`src/rtl/mdio45_pkg.sv`:
```
package mdio45_pkg;
  localparam int FRAME_BITS = 64;
  localparam int DATA_BITS  = 16;
  localparam int PRE_BITS   = 32;
  localparam int REL_IDX    = 46;  // first turnaround bit
  localparam int DATA_IDX   = 48;  // first data bit

  typedef enum logic [1:0] {
    OP_ADDR  = 2'b00,
    OP_WRITE = 2'b01,
    OP_READ  = 2'b11
  } mdio_op_e;

  typedef enum logic [2:0] {
    S_IDLE,
    S_AGO,
    S_ARUN,
    S_DGO,
    S_DRUN
  } seq_state_e;

  function automatic logic [FRAME_BITS-1:0] build_frame(
    input mdio_op_e       op,
    input logic [4:0]     prt,
    input logic [4:0]     dev,
    input logic [DATA_BITS-1:0] payload
  );
    return {{PRE_BITS{1'b1}}, 2'b00, op, prt, dev, 2'b10, payload};
  endfunction
endpackage

```
`src/rtl/mdio45_mdc.sv`:
```
module mdio45_mdc #(
  parameter int HALF = 4
) (
  input  logic clk,
  input  logic rst_n,
  input  logic en,
  output logic mdc,
  output logic rise_tick,
  output logic fall_tick
);
  localparam int CW = (HALF > 1) ? $clog2(HALF) : 1;
  localparam logic [CW-1:0] CMAX = CW'(HALF - 1);

  logic [CW-1:0] cnt_q, cnt_d;
  logic          mdc_q, mdc_d;
  logic          wrap;

  assign wrap      = en && (cnt_q == CMAX);
  assign rise_tick = wrap && !mdc_q;
  assign fall_tick = wrap &&  mdc_q;
  assign mdc       = mdc_q;

  always_comb begin
    cnt_d = cnt_q;
    mdc_d = mdc_q;
    if (!en) begin
      cnt_d = '0;
      mdc_d = 1'b0;
    end else if (wrap) begin
      cnt_d = '0;
      mdc_d = !mdc_q;
    end else begin
      cnt_d = cnt_q + 1'b1;
    end
  end

  always_ff @(posedge clk or negedge rst_n) begin
    if (!rst_n) begin
      cnt_q <= '0;
      mdc_q <= 1'b0;
    end else begin
      cnt_q <= cnt_d;
      mdc_q <= mdc_d;
    end
  end
endmodule

```
`src/rtl/mdio45_frame.sv`:
```
module mdio45_frame
  import mdio45_pkg::*;
(
  input  logic                  clk,
  input  logic                  rst_n,
  input  logic                  start,
  input  logic                  abort,
  input  logic                  rd_frame,
  input  logic [FRAME_BITS-1:0] word,
  input  logic                  mdc_lvl,
  input  logic                  mdc_rise,
  input  logic                  mdc_fall,
  input  logic                  mdio_i,
  output logic                  active,
  output logic                  done,
  output logic                  mdio_o,
  output logic                  mdio_oe,
  output logic [DATA_BITS-1:0]  rdata
);
  localparam int IW = $clog2(FRAME_BITS);
  localparam logic [IW-1:0] LAST = IW'(FRAME_BITS - 1);
  localparam logic [IW-1:0] REL  = IW'(REL_IDX);
  localparam logic [IW-1:0] DIX  = IW'(DATA_IDX);

  logic [FRAME_BITS-1:0] sh_q, sh_d;
  logic [IW-1:0]         idx_q, idx_d;
  logic                  act_q, act_d;
  logic                  rd_q, rd_d;
  logic                  done_q, done_d;
  logic [DATA_BITS-1:0]  rdat_q, rdat_d;

  always_comb begin
    sh_d   = sh_q;
    idx_d  = idx_q;
    act_d  = act_q;
    rd_d   = rd_q;
    rdat_d = rdat_q;
    done_d = 1'b0;
    if (start) begin
      sh_d  = word;
      idx_d = '0;
      act_d = 1'b1;
      rd_d  = rd_frame;
    end else if (abort) begin
      act_d = 1'b0;
    end else if (act_q) begin
      if (mdc_rise && rd_q && (idx_q >= DIX)) begin
        rdat_d = {rdat_q[DATA_BITS-2:0], mdio_i};
      end
      if (mdc_fall) begin
        if (idx_q == LAST) begin
          act_d  = 1'b0;
          done_d = 1'b1;
        end else begin
          idx_d = idx_q + 1'b1;
          sh_d  = {sh_q[FRAME_BITS-2:0], 1'b1};
        end
      end
    end
  end

  always_ff @(posedge clk or negedge rst_n) begin
    if (!rst_n) begin
      sh_q   <= '1;
      idx_q  <= '0;
      act_q  <= 1'b0;
      rd_q   <= 1'b0;
      done_q <= 1'b0;
      rdat_q <= '0;
    end else begin
      sh_q   <= sh_d;
      idx_q  <= idx_d;
      act_q  <= act_d;
      rd_q   <= rd_d;
      done_q <= done_d;
      rdat_q <= rdat_d;
    end
  end

  assign active  = act_q;
  assign done    = done_q;
  assign rdata   = rdat_q;
  assign mdio_o  = act_q ? sh_q[FRAME_BITS-1] : 1'b1;
  assign mdio_oe = act_q && !(rd_q && (idx_q >= REL));

  AST_MDIO_STABLE_HIGH: assert property (@(posedge clk) disable iff (!rst_n)
    (mdc_lvl && act_q) |-> $stable(mdio_o)) else $error("mdio moved while mdc high");

  AST_DONE_AFTER_LAST: assert property (@(posedge clk) disable iff (!rst_n)
    done_q |-> ($past(idx_q) == LAST)) else $error("frame ended early");
endmodule

```
`src/rtl/mdio45_timer.sv`:
```
module mdio45_timer #(
  parameter int TIMEOUT_CYC = 1024
) (
  input  logic clk,
  input  logic rst_n,
  input  logic arm,
  input  logic run,
  output logic expire
);
  localparam int TW = $clog2(TIMEOUT_CYC + 1);
  localparam logic [TW-1:0] TLIM = TW'(TIMEOUT_CYC - 1);

  logic [TW-1:0] cnt_q, cnt_d;

  assign expire = run && (cnt_q == TLIM);

  always_comb begin
    cnt_d = cnt_q;
    if (arm)             cnt_d = '0;
    else if (run && !expire) cnt_d = cnt_q + 1'b1;
  end

  always_ff @(posedge clk or negedge rst_n) begin
    if (!rst_n) cnt_q <= '0;
    else        cnt_q <= cnt_d;
  end
endmodule

```
`src/rtl/mdio45_seq.sv`:
```
module mdio45_seq
  import mdio45_pkg::*;
#(
  parameter int MDC_DIV     = 4,
  parameter int TIMEOUT_CYC = 1024
) (
  input  logic        clk,
  input  logic        rst_n,
  input  logic        cmd_start,
  input  logic        cmd_rd,
  input  logic [4:0]  cmd_prtad,
  input  logic [4:0]  cmd_devad,
  input  logic [15:0] cmd_regaddr,
  input  logic        wdata_we,
  input  logic [15:0] wdata,
  output logic        busy_o,
  output logic        done_o,
  output logic        err_o,
  output logic [31:0] data_reg_o,
  output logic        mdc_o,
  output logic        mdio_o,
  output logic        mdio_oe_o,
  input  logic        mdio_i
);
  localparam int HALF = MDC_DIV / 2;

  seq_state_e state_q, state_d;
  logic        lat_rd_q, lat_rd_d;
  logic [4:0]  lat_prt_q, lat_prt_d;
  logic [4:0]  lat_dev_q, lat_dev_d;
  logic [15:0] lat_addr_q, lat_addr_d;
  logic [15:0] data_lo_q, data_lo_d;
  logic [15:0] data_hi_q, data_hi_d;
  logic        done_q, done_d;
  logic        err_q, err_d;

  logic                  fr_start, fr_abort, fr_rd, fr_active, fr_done;
  logic [FRAME_BITS-1:0] fr_word;
  logic [DATA_BITS-1:0]  fr_rdata;
  logic                  mdc_lvl, mdc_rise, mdc_fall;
  logic                  tmo;
  logic                  busy_q;

  assign busy_q = (state_q != S_IDLE);

  // frame launch and word selection
  always_comb begin
    fr_start = (state_q == S_AGO) || (state_q == S_DGO);
    fr_rd    = (state_q == S_DGO) && lat_rd_q;
    fr_abort = tmo;
    if (state_q == S_DGO) begin
      fr_word = build_frame(lat_rd_q ? OP_READ : OP_WRITE, lat_prt_q, lat_dev_q,
                            lat_rd_q ? 16'hFFFF : data_lo_q);
    end else begin
      fr_word = build_frame(OP_ADDR, lat_prt_q, lat_dev_q, lat_addr_q);
    end
  end

  // next state
  always_comb begin
    state_d    = state_q;
    lat_rd_d   = lat_rd_q;
    lat_prt_d  = lat_prt_q;
    lat_dev_d  = lat_dev_q;
    lat_addr_d = lat_addr_q;
    data_lo_d  = data_lo_q;
    data_hi_d  = data_hi_q;
    done_d     = 1'b0;
    err_d      = 1'b0;
    case (state_q)
      S_IDLE: begin
        if (wdata_we) data_lo_d = wdata;
        if (cmd_start) begin
          lat_rd_d   = cmd_rd;
          lat_prt_d  = cmd_prtad;
          lat_dev_d  = cmd_devad;
          lat_addr_d = cmd_regaddr;
          state_d    = S_AGO;
        end
      end
      S_AGO: state_d = S_ARUN;
      S_ARUN: begin
        if (tmo) begin
          err_d   = 1'b1;
          state_d = S_IDLE;
        end else if (fr_done) begin
          state_d = S_DGO;
        end
      end
      S_DGO: state_d = S_DRUN;
      S_DRUN: begin
        if (tmo) begin
          err_d   = 1'b1;
          state_d = S_IDLE;
        end else if (fr_done) begin
          done_d  = 1'b1;
          state_d = S_IDLE;
          if (lat_rd_q) data_hi_d = fr_rdata;
        end
      end
      default: state_d = S_IDLE;
    endcase
  end

  always_ff @(posedge clk or negedge rst_n) begin
    if (!rst_n) begin
      state_q    <= S_IDLE;
      lat_rd_q   <= 1'b0;
      lat_prt_q  <= '0;
      lat_dev_q  <= '0;
      lat_addr_q <= '0;
      data_lo_q  <= '0;
      data_hi_q  <= '0;
      done_q     <= 1'b0;
      err_q      <= 1'b0;
    end else begin
      state_q    <= state_d;
      lat_rd_q   <= lat_rd_d;
      lat_prt_q  <= lat_prt_d;
      lat_dev_q  <= lat_dev_d;
      lat_addr_q <= lat_addr_d;
      data_lo_q  <= data_lo_d;
      data_hi_q  <= data_hi_d;
      done_q     <= done_d;
      err_q      <= err_d;
    end
  end

  mdio45_mdc #(.HALF(HALF)) u_mdc (
    .clk       (clk),
    .rst_n     (rst_n),
    .en        (fr_active),
    .mdc       (mdc_lvl),
    .rise_tick (mdc_rise),
    .fall_tick (mdc_fall)
  );

  mdio45_frame u_frame (
    .clk      (clk),
    .rst_n    (rst_n),
    .start    (fr_start),
    .abort    (fr_abort),
    .rd_frame (fr_rd),
    .word     (fr_word),
    .mdc_lvl  (mdc_lvl),
    .mdc_rise (mdc_rise),
    .mdc_fall (mdc_fall),
    .mdio_i   (mdio_i),
    .active   (fr_active),
    .done     (fr_done),
    .mdio_o   (mdio_o),
    .mdio_oe  (mdio_oe_o),
    .rdata    (fr_rdata)
  );

  mdio45_timer #(.TIMEOUT_CYC(TIMEOUT_CYC)) u_timer (
    .clk    (clk),
    .rst_n  (rst_n),
    .arm    (fr_start),
    .run    (fr_active),
    .expire (tmo)
  );

  assign busy_o     = busy_q;
  assign done_o     = done_q;
  assign err_o      = err_q;
  assign data_reg_o = {data_hi_q, data_lo_q};
  assign mdc_o      = mdc_lvl;

  AST_END_STATUS: assert property (@(posedge clk) disable iff (!rst_n)
    $fell(busy_q) |-> (done_q || err_q)) else $error("busy fell without status");

  AST_DATA_AFTER_ADDR: assert property (@(posedge clk) disable iff (!rst_n)
    (state_q == S_DGO) |-> $past(fr_done)) else $error("data frame before address end");

  AST_NO_DONE_ERR: assert property (@(posedge clk) disable iff (!rst_n)
    !(done_q && err_q)) else $error("done and err together");

  AST_TMO_ABORTS: assert property (@(posedge clk) disable iff (!rst_n)
    tmo |=> !fr_active) else $error("frame kept running after timeout");

  AST_START_IGNORED: assert property (@(posedge clk) disable iff (!rst_n)
    (busy_q && cmd_start) |=> ($stable(lat_addr_q) && $stable(lat_prt_q) &&
                               $stable(lat_dev_q) && $stable(lat_rd_q)))
    else $error("start taken while busy");

  AST_WDATA_IGNORED: assert property (@(posedge clk) disable iff (!rst_n)
    busy_q |=> $stable(data_lo_q)) else $error("write data changed while busy");
endmodule

```
`config.mk`:
```
export PLATFORM = sky130hd
export DESIGN_NAME = mdio45_seq
export DESIGN_NICKNAME = d
export VERILOG_FILES = /design/src/rtl/mdio45_pkg.sv /design/src/rtl/mdio45_mdc.sv /design/src/rtl/mdio45_frame.sv /design/src/rtl/mdio45_timer.sv /design/src/rtl/mdio45_seq.sv
export SDC_FILE = /design/constraint.sdc
export NUM_CORES = 1
export LEC_CHECK = 0
export BUFFER_PORTS_ARGS = -buffer_cell sky130_fd_sc_hd__buf_2
export CAP_MARGIN = 20
export CORE_ASPECT_RATIO = 1.75
export CORE_UTILIZATION = 50
export CTS_CLUSTER_SIZE = 10
export DETAILED_ROUTE_END_ITERATION = 10
export PLACE_DENSITY = 0.77
export SETUP_SLACK_MARGIN = 0.1
export SYNTH_ARGS = -nofsm -noshare
export SYNTH_HDL_FRONTEND = slang
export SYNTH_HIERARCHICAL = 1
export SYNTH_SLANG_ARGS = --single-unit
```
`constraint.sdc`:
```
create_clock -name clk -period 7.8 [get_ports clk]
set_input_delay 1.56 -clock clk [delete_from_list [all_inputs] [get_ports clk]]
set_output_delay 1.56 -clock clk [all_outputs]
set_load 0.01 [all_outputs]
```
# Word-level counts from Yosys, hierarchy flattened
# Cells that the tools add are included.
word_totals:
  reg_bits: 166
  out_inout_bits: 38
op_classes:
  mux: 41
  add_sub_neg: 3
  n_eq_ne: 12
  n_lt_le_gt_ge: 2
  n_reduce_logical: 26
  n_bitwise: 2
op_table:
  columns: ["cell", "n"]
  rows:
  - ["2-to-1 mux 64 bit", 5]
  - ["2-to-1 mux 30 bit", 1]
  - ["2-to-1 mux 6 bit", 5]
  - ["2-to-1 mux 11 bit", 2]
  - ["2-to-1 mux 1 bit", 20]
  - ["2-to-1 mux 16 bit", 1]
  - ["2-to-1 mux 3 bit", 5]
  - ["one-hot mux 3 bit (5 select lines)", 1]
  - ["greater-or-equal comparator 6 bit (second input constant)", 2]
  - ["AND reduction 4 bit", 3]
  - ["adder 11 x 1 -> 11 bit (second input constant)", 1]
  - ["equality test 11 x 10 -> 1 bit (second input constant)", 1]
  - ["logical AND 1 bit", 10]
  - ["inequality test 2 bit (second input constant)", 4]
  - ["adder 6 x 1 -> 6 bit (second input constant)", 1]
  - ["equality test 3 x 2 -> 1 bit (second input constant)", 2]
  - ["equality test 6 bit (second input constant)", 1]
  - ["inequality test 3 x 1 -> 1 bit (second input constant)", 2]
  - ["nonzero test 2 bit", 3]
  - ["AND reduction 2 bit", 2]
  - ["equality test 3 x 1 -> 1 bit (second input constant)", 1]
  - ["equality test 3 bit (second input constant)", 1]
  - ["zero test 1 bit", 3]
  - ["zero test 3 bit", 1]
  - ["other kinds (7)", 8]

# Logic depth before layout (Yosys ltp)
# Gate-level depths: netlist of the first run.
logic_depth:
  ltp_word: 6
  mapped_depth: 8
  depth_no_buf: 6

# Cells and area by module
# Netlist of the first run, hierarchy kept.
by_module_without_submodules:
  columns: ["mod", "instances", "cells_per_inst", "area_each_um2"]
  rows:
  - ["mdio45_frame", 1, 473, 4639.4]
  - ["mdio45_seq", 1, 208, 2810.2]
  - ["mdio45_timer", 1, 66, 673.1]
  - ["mdio45_mdc", 1, 8, 88.8]

# Worst setup path before layout of the first run
# No wires, ideal clock.
synth_path:
  path_type: "reg-to-output"
  startpoint: "register u_frame.idx_q[2]"
  endpoint: "output port mdio_oe_o"
  slack_ps: 5017
  t_arrival_ps: 1223
  n_path_buf: 2
  path_stages_with_launch: 6
  path_cell_list: "dfrtp_1 > clkbuf_1 > and2_1 > clkbuf_1 > a21oi_1 > o21a_1"
synth_between:
  elab_chain_len: 4
synth_lines:
  columns: ["item", "line", "rtl"]
  rows:
  - ["start: declaration", "mdio45_frame.sv:26", "logic [IW-1:0] idx_q, idx_d;"]
  - ["start signal: assignment", "mdio45_frame.sv:72", "idx_q <= idx_d;"]
  - ["greater-or-equal comparator 6 bit", "mdio45_frame.sv:84", "assign mdio_oe = act_q && !(rd_q && (idx_q >= REL));"]
  - ["logical AND 1 bit", "mdio45_frame.sv:84", null]
  - ["zero test 1 bit", "mdio45_frame.sv:84", null]
  - ["logical AND 1 bit", "mdio45_frame.sv:84", null]
  - ["end: declaration", "mdio45_seq.sv:22", "output logic mdio_oe_o,"]
# Every way passes these cells.

# Final worst setup path of the first run
# Ends and elaborated chain as after synthesis.

==> results.cfg, run 1 <==
[floorplan]
io_pins = 86
initial_utilization_pct = 51.5
dieWidth_um = 98.9
fp.dieArea_um2 = 17000
coreArea_um2 = 16000
die_h_um = 172
rows = 61

[synth]
synth_top_area_cell = dfrtp_1
ys_seq_area_share_pct = 51.6
syn_inst = 755
synthMuxAreaShare_pct = 11.5
synth_compound_area_share_pct = 16.9
async_reset_ff_share_pct = 100
syn_area_per_cell_um2 = 10.9
synth_common_cells = nand2_1 (115), o211ai_1 (107), dfrtp_1 (102), dfstp_2 (64), mux2_2 (50)
synth.most_common_cell = nand2_1
synth_warnings = 6
synth_top_family_by_area = compound AO/OA/AOI/OAI gates
synth_area_um2 = 8210
synth-edff-count = 0
synthAdderAreaFrac_pct = 0.305
ys_types = 67
synthTopCellsByArea = dfrtp_1 (31%), dfstp_2 (20%), o211ai_1 (9.8%)
synth-simple-area-share_pct = 14.9
synth.top_cell.area_share_pct = 31.1
synthFlopType = dfrtp_1
synth-xor-area-share_pct = 0.213
ys_ff_latch = 166

[setup_path]
crit_family = simple AND/OR/NAND/NOR gates
cpPeakStageDelay_ps = 630
startpoint_type = flip-flop
path_cells = and2_1, a21oi_1, o21a_1, buf_2
worstSetupEndpointType = primary output
worstPathArrival_ps = 2000
cp_num_buf_inv = 1
slowest_stage = and2_1
critPathRequiredTime_ps = 6240
critPathMaxFanout = 20
critPathKind = reg2out

[global_route]
grt_pass1_vias = 6227
antenna_found_initial = 0
grt_max_degree = 94
grt_usage_pct = 21.8
grt_first_pass_wirelength_mm = 29.7
overflow = 0

[timing]
worst_pin_slew_ps = 1120
clock.fmax_mhz = 281
finalCriticalPeriod_ps = 3560
rsz0062_at_grt = false
slew_violations = 0
slew_headroom_pct = 24.6
clock_skew_ps = 14.2
hold_viol_final = 0
setup_violations = 0
period_share_pct = 45.6
tns_ps = 0

[placed_design]
hpwl_mm = 10.3
place_area_um2 = 8760
port_buffers = 85
place_congestion = 0.786
dp_cells = 1006

[cts]
clk_path_buf_depth = 2
cts_htree_levels = 4
clock_latency_ps = 430
cts-root-buf = clkbuf_16
post-cts-setup-buffers = 0
cts_resized = 0
cts_tree = done
ctsHoldBuffers = 0
clk_pin_slew_worst_paths_ps = 60
cts_inserted_buffers = 17
clock-sinks = 166

[route]
drc = 0
vias_per_cell = 5.88
final_antenna_net_count = 0
first_iter_violations = 299
drt-wirelength-per-cell_um = 16.6
routed_wirelength_mm = 17.3
first_pass_iters = 4
num_vias = 6110

[job]
max_cap_viol_count = 0

[cells_and_area]
fin_nets = 887
n_fill_cell = 1323
drive_above_1_share_pct = 31.5
syn_to_final_growth_pct = 13.9
stdcell_count = 1039
diodes = 0
finish.instance_area_um2 = 9360

[power_and_ir_drop]
peakVddDrop_mv = 0.147
p_leak_nw = 4.12
p_per_area_nw_per_um2 = 194

[hold_path]
hold_class = reg2reg

[status]
status = complete, no violations
==> routing by layer <==
layer,part of all wire (%),routed length [um],global-route usage [%]
met1,41,7110,25.8
met4,1.7,302,8.63
met2,55,9440,39.3
met5,0,0,0
met3,2.4,420,3.74
==> final timing paths <==
check / from / endpoint / slack, ps / cells past startpoint
setup / recovery: u_frame/idx_q[2] / mdio_oe_o / 4240 / 4
hold / removal: u_frame/sh_q[30] / u_frame/sh_q[30] / 500 / 2
setup reg to reg: u_timer/cnt_q[0] / u_frame/idx_q[0] / 4610 / 8
hold reg to reg: u_frame/sh_q[30] / u_frame/sh_q[30] / 500 / 2
max in group asynchronous: rst_n / lat_dev_q[4] / 5140 / 2
min in group asynchronous: rst_n / data_hi_q[10] / 1210 / 1
==> final cells by class <==
type / instances / area (um2) / share of cell area, %
Inverter: 12 / 45.0 / 0.481
Sequential cell: 166 / 4230 / 45.3
Timing Repair Buffer: 94 / 507 / 5.42
Clock buffer: 19 / 443 / 4.73
Multi-Input combinational cell: 546 / 3760 / 40.1
Tap cell: 189 / 236 / 2.53
Clock inverter: 13 / 135 / 1.44
==> cells by family (layout without fill, tap and decap cells) <==
family,Yosys count,in the layout
buf+inv,77,138
mux,81,81
fa+ha+maj,2,2
xor+xnor,2,2
compound gates,193,193
flops,166,166
other cells,2,36
simple gates,232,232
==> registers in the layout (all words and copies together), names as in the netlist <==
name	cells
state_q	3
u_timer/cnt_q	11
u_frame/active	1
u_mdc/cnt_q	1
lat_dev_q	5
u_frame/rdata	16
lat_addr_q	16
done_o	1
u_frame/done	1
data_hi_q	16
lat_prt_q	5
err_o	1
lat_rd_q	1
u_frame/sh_q	64
u_frame/rd_q	1
u_mdc/mdc	1
data_lo_q	16
u_frame/idx_q	6
==> tightest hold or removal path, cell delays in order, from the launching register on <==
cell and delay, ps:
dfstp_2 370, nand2_1 50, o211ai_1 70
==> placed cells by master (no fill, tap or decap), types with 8 or more instances in the layout <==
cell / count
mux2_1: 20
mux2_4: 10
a22oi_1: 17
a31oi_1: 20
buf_4: 8
nand2_1: 115
inv_6: 8
dfrtp_1: 102
nor2_1: 41
o211ai_1: 107
conb_1: 36
and4_1: 21
dfstp_2: 64
o21ai_0: 20
buf_2: 84
mux2_2: 50
clkbuf_16: 17
inv_1: 9
==> metrics by stage <==
| stage | setup slack (ps) | hold WS, ps | power, mW | util, % |
|---|---|---|---|---|
| finish | 4240 | 503 | 1.82 | 58.7 |
| global route | 4130 | 520 | 1.89 | 58.7 |
| CTS | 4240 | 507 | 1.84 | 58.6 |
| detailed placement | 4610 | 494 | 0.999 | 54.9 |
| global placement | 4600 | 488 | 0.997 | 54.9 |
| floorplan | 5020 | 463 | 0.957 | - |
==> report_power, final <==
group / switching (mW) / internal, mW / leakage, nW
logic: 0.0386 / 0.0320 / 1.82
registers: 0.0163 / 0.896 / 2.02
clock network: 0.374 / 0.460 / 0.279
total: 0.429 / 1.39 / 4.12
Power figures use the tool's default switching activity.
==> run 2: changes to the inputs <==
==> constraint.sdc (replaced) <==
create_clock -name clk -period 3.6 [get_ports clk]
set_input_delay 0.72 -clock clk [delete_from_list [all_inputs] [get_ports clk]]
set_output_delay 0.72 -clock clk [all_outputs]
set_load 0.01 [all_outputs]
==> run 2 against run 1 <==
  * Design area is 0.99% higher
  * Routed wire length is 1.4% higher
  * Sequential power is 120% higher
  * Combinational power is 120% higher
  * Clock skew is 6.4 ps lower
  * Largest power group unchanged
  * Highest routed layer unchanged
==> results.cfg, run 2 (synthesized netlist as in run 1, its figures left out) <==
[power_and_ir_drop]
p_per_area_nw_per_um2 = 419
peakVddDrop_mv = 0.349
p_total_mw = 3.96
p_leak_nw = 4.17

[floorplan]
dieWidth_um = 98.9
rows = 61
initial_utilization_pct = 51.5
coreArea_um2 = 16000
fp.dieArea_um2 = 17000
die_h_um = 172
io_pins = 86

[global_route]
grt_first_pass_wirelength_mm = 29.8
grt_pass1_vias = 6130
grt_max_degree = 74
grt_usage_pct = 22.0
antenna_found_initial = 0
overflow = 0

[cells_and_area]
drive_above_1_share_pct = 32.3
fin_util_pct = 59.2
layout_common_cells = nand2_1 (115), o211ai_1 (107), dfrtp_1 (102)
layout_commonest_cell = nand2_1
fin_nets = 897
top_register = u_frame/sh_q
syn_to_final_growth_pct = 15.1
largest_register_ff_count = 64
diodes = 0

[setup_path]
crit_top_cell = buf_4
worstPathArrival_ps = 3040
worstSetupEndpointType = flip-flop
cpPeakStageDelay_ps = 580
startpoint_type = flip-flop
slowest_stage = and3_1
critPathRequiredTime_ps = 3920
crit_family = simple AND/OR/NAND/NOR gates
critPathMaxFanout = 11
critPathKind = reg2reg
cp_num_buf_inv = 2
path_cells = ha_1, nand4_1, nor4_1, buf_4, nor4b_4, and3_1, buf_4, mux2_4

[timing]
slew_violations = 0
period_share_pct = 75.5
clock_skew_ps = 7.76
slew_headroom_pct = 25.2
worst_pin_slew_ps = 1120
tns_ps = 0
setup_violations = 0
worst_slack_ps = 880
hold_viol_final = 0
finalCriticalPeriod_ps = 2720
clock.fmax_mhz = 368
rsz0062_at_grt = false

[status]
status = complete, no violations

[cts]
post-cts-setup-buffers = 0
clk_path_buf_depth = 2
clk_pin_slew_worst_paths_ps = 70
cts-root-buf = clkbuf_16
cts_resized = 0
cts_tree = done
ctsHoldBuffers = 0
cts_inserted_buffers = 17
clock_latency_ps = 430
cts_htree_levels = 4
clock-sinks = 166

[route]
first_pass_iters = 4
drt-wirelength-per-cell_um = 16.7
routed_wirelength_mm = 17.5
first_iter_violations = 341
num_vias = 6078
final_antenna_net_count = 0
vias_per_cell = 5.79
drc = 0

[hold_path]
hold_class = in2async

[placed_design]
place_ws_ps = 923
place_congestion = 0.810
hpwl_mm = 11.0
port_buffers = 85

[job]
max_cap_viol_count = 0
==> run 2: cell types whose count changed in the layout (fill, tap and decap cells not counted) <==
| cell | before | now |
|---|---|---|
| buf_4 | 8 | 18 |
| bufinv_16 | 1 | 2 |
| buf_8 | 1 | 0 |
| clkinvlp_4 | 2 | 1 |
| buf_12 | 0 | 1 |
| clkinv_4 | 1 | 4 |
| inv_8 | 1 | 0 |
| clkinv_2 | 0 | 2 |
| inv_6 | 8 | 4 |
==> run 2: stage by stage <==
step | hold WS [ps] | instances | area [um2]
final | 310 | 1049 | 9450
after global routing | 353 | 1049 | 9450
after CTS | 330 | 1049 | 9450
after detailed placement | 495 | 1017 | 8860
after global placement | 490 | 1017 | 8860
after floorplan | 424 | 789 | 8340
==> run 2: worst reg2reg max path, delay by kind of cell, from the launching register on <==
family,cells,cell delay [ps]
fa+ha+maj,1,290
buf+inv,2,460
flops,1,430
mux,1,310
simple gates,4,1110
==> run 2: path summary, 6_finish.rpt <==
check	startpoint	end	slack (ps)	depth (start not counted)
worst max-delay path	u_timer/cnt_q[0]	data_hi_q[9]	880	8
worst min-delay path	rst_n	data_hi_q[14]	310	1
worst max register to register	u_timer/cnt_q[0]	data_hi_q[9]	880	8
worst min register to register	u_frame/sh_q[40]	u_frame/sh_q[40]	500	2
max in group asynchronous	rst_n	u_frame/sh_q[52]	2420	2
min in group clk	wdata[12]	data_lo_q[12]	500	2
==> run 2: cell type report <==
type,instances,area [um2]
clock inverter,13,148
timing repair buffer,104,587
multi-input combinational,546,3760
fill,1315,6500
clock buffer,19,443
inverter,12,45.0
sequential,166,4230
tap,189,236
==> run 2: where the power goes <==
part | internal (mW) | total, mW | switching [mW]
clock | 1.05 | 1.82 | 0.770
sequential | 1.94 | 1.98 | 0.0364
combinational | 0.0718 | 0.158 | 0.0858
==> run 2: per-layer routing <==
layer,vias to the layer above,global-route usage [%],routed length (um)
met4,0,8.37,332
met2,134,38.9,9500
met3,24,4.14,497
met5,-,0,0
met1,3005,26.5,7180
li1,2915,-,-
==> run 3: changes to the inputs <==
--- a/config.mk
+++ b/config.mk
@@ -11,7 +11,7 @@
 export CORE_UTILIZATION = 50
 export CTS_CLUSTER_SIZE = 10
 export DETAILED_ROUTE_END_ITERATION = 10
-export PLACE_DENSITY = 0.77
+export PLACE_DENSITY = 0.8
 export SETUP_SLACK_MARGIN = 0.1
 export SYNTH_ARGS = -nofsm -noshare
 export SYNTH_HDL_FRONTEND = slang
==> constraint.sdc (replaced) <==
create_clock -name clk -period 2.5 [get_ports clk]
set_input_delay 0.5 -clock clk [delete_from_list [all_inputs] [get_ports clk]]
set_output_delay 0.5 -clock clk [all_outputs]
set_load 0.01 [all_outputs]
==> run 3 against run 2 <==
  * Sequential power rose by 43%
  * Design area rose by 1.7%
  * Critical endpoint is now u_frame/rdata[4]
  * Non-clock buffer count rose by 9
==> results.cfg, run 3 (synthesized netlist as in run 1, its figures left out) <==
[global_route]
grt_first_pass_wirelength_mm = 30.7
grt_usage_pct = 22.6
antenna_found_initial = 0
grt_max_degree = 54
grt_pass1_vias = 6406
overflow = 0

[placed_design]
place_congestion = 0.812
hpwl_mm = 11.4
port_buffers = 85
place_ws_ps = 121

[cells_and_area]
drive_above_1_share_pct = 33.4
top_register = u_frame/sh_q
fin_nets = 907
syn_to_final_growth_pct = 17.1
layout_common_cells = nand2_1 (115), o211ai_1 (107), dfrtp_1 (102)
largest_register_ff_count = 64
diodes = 0
layout_commonest_cell = nand2_1

[floorplan]
initial_utilization_pct = 51.5
fp.dieArea_um2 = 17000
coreArea_um2 = 16000
rows = 61
die_h_um = 172
dieWidth_um = 98.9
io_pins = 86

[timing]
worst_slack_ps = 203
finalCriticalPeriod_ps = 2300
slew_violations = 0
tns_ps = 0
clock_skew_ps = 13.7
slew_headroom_pct = 53.4
rsz0062_at_grt = true
worst_pin_slew_ps = 699
hold_ws_ps = 25.9
clock.fmax_mhz = 435
setup_violations = 0
period_share_pct = 91.9
hold_viol_final = 0

[cts]
clock-sinks = 166
ctsHoldBuffers = 0
cts_inserted_buffers = 17
clk_path_buf_depth = 2
cts_tree = done
cts_htree_levels = 4
cts-root-buf = clkbuf_16
post-cts-setup-buffers = 0
clk_pin_slew_worst_paths_ps = 70
clock_latency_ps = 420

[power_and_ir_drop]
peakVddDrop_mv = 0.518
p_leak_nw = 4.23
p_per_area_nw_per_um2 = 580

[route]
drc = 0
num_vias = 6279
first_iter_violations = 368
vias_per_cell = 5.93
drt-wirelength-per-cell_um = 17.1
final_antenna_net_count = 0
first_pass_iters = 5
routed_wirelength_mm = 18.1

[hold_path]
hold_class = in2async

[setup_path]
critPathRequiredTime_ps = 2790
critPathKind = reg2reg
critPathMaxFanout = 8
worstSetupEndpointType = flip-flop
startpoint_type = flip-flop
worstPathArrival_ps = 2580

[job]
max_cap_viol_count = 0

[status]
status = complete, no violations
==> run 3: cell count changes in the layout (fill, tap and decap cells not counted), sizes merged <==
cell      change
a21oi         +1
clkbuf        -1
inv           +4
clkinv        -2
bufinv        -2
clkinvlp      +1
buf           +9
==> run 3: what timing repair did <==
action,CTS,global route
setup endpoints to repair,1,40
cloned,1,1
resized for setup,0,6
==> run 3: final timing paths <==
check	start	endpoint	slack, ps	cells after the start
worst max-delay path	u_timer/cnt_q[0]	u_frame/rdata[4]	200	8
worst max register to register	u_timer/cnt_q[0]	u_frame/rdata[4]	200	8
max in group asynchronous	rst_n	u_frame/sh_q[41]	1790	2
worst min-delay path	rst_n	data_lo_q[15]	30	1
min in group clk	wdata[6]	data_lo_q[6]	290	2
worst min register to register	u_frame/sh_q[37]	u_frame/sh_q[37]	500	2
==> run 3: power breakdown <==
group	total, mW	internal (mW)	switching, mW
Clock	2.50	1.32	1.18
Combinational	0.237	0.110	0.127
Sequential	2.84	2.80	0.0480
Total	5.58	4.23	1.35
==> run 3: layout make-up <==
type | instances | area (um2)
flip-flops and latches | 166 | 4230
repair buffers | 113 | 749
inverters | 12 | 45.0
multi-input cells | 547 | 3780
clock inverters | 14 | 134
clock buffers | 18 | 429
well taps | 189 | 236
fillers | 1259 | 6340
==> run 3: critical path, cell delays in order (launching register included) <==
cell and delay, ps:
dfrtp_1 420, ha_2 240, nand4_1 170, nor4_4 60
buf_4 170, nand2b_1 220, nor4_4 350, buf_6 200
mux2_1 350
==> run 3: metrics by stage <==
stage	utilization [%]	power, mW	instance area (um2)	std cells
detailed placement	56.6	3.13	9020	1025
floorplan	-	2.99	8350	789
global placement	56.6	3.12	9020	1025
finish	60.3	5.58	9610	1059
CTS	60.1	5.63	9590	1058
global route	60.3	5.76	9610	1059
==> run 3: routing by layer <==
metal	up-vias	GRT usage, %	wire [um]
met4	0	9.47	446
met2	139	40.9	9960
met5	-	0	0
met3	38	3.49	537
li1	2953	-	-
met1	3149	26.4	7130
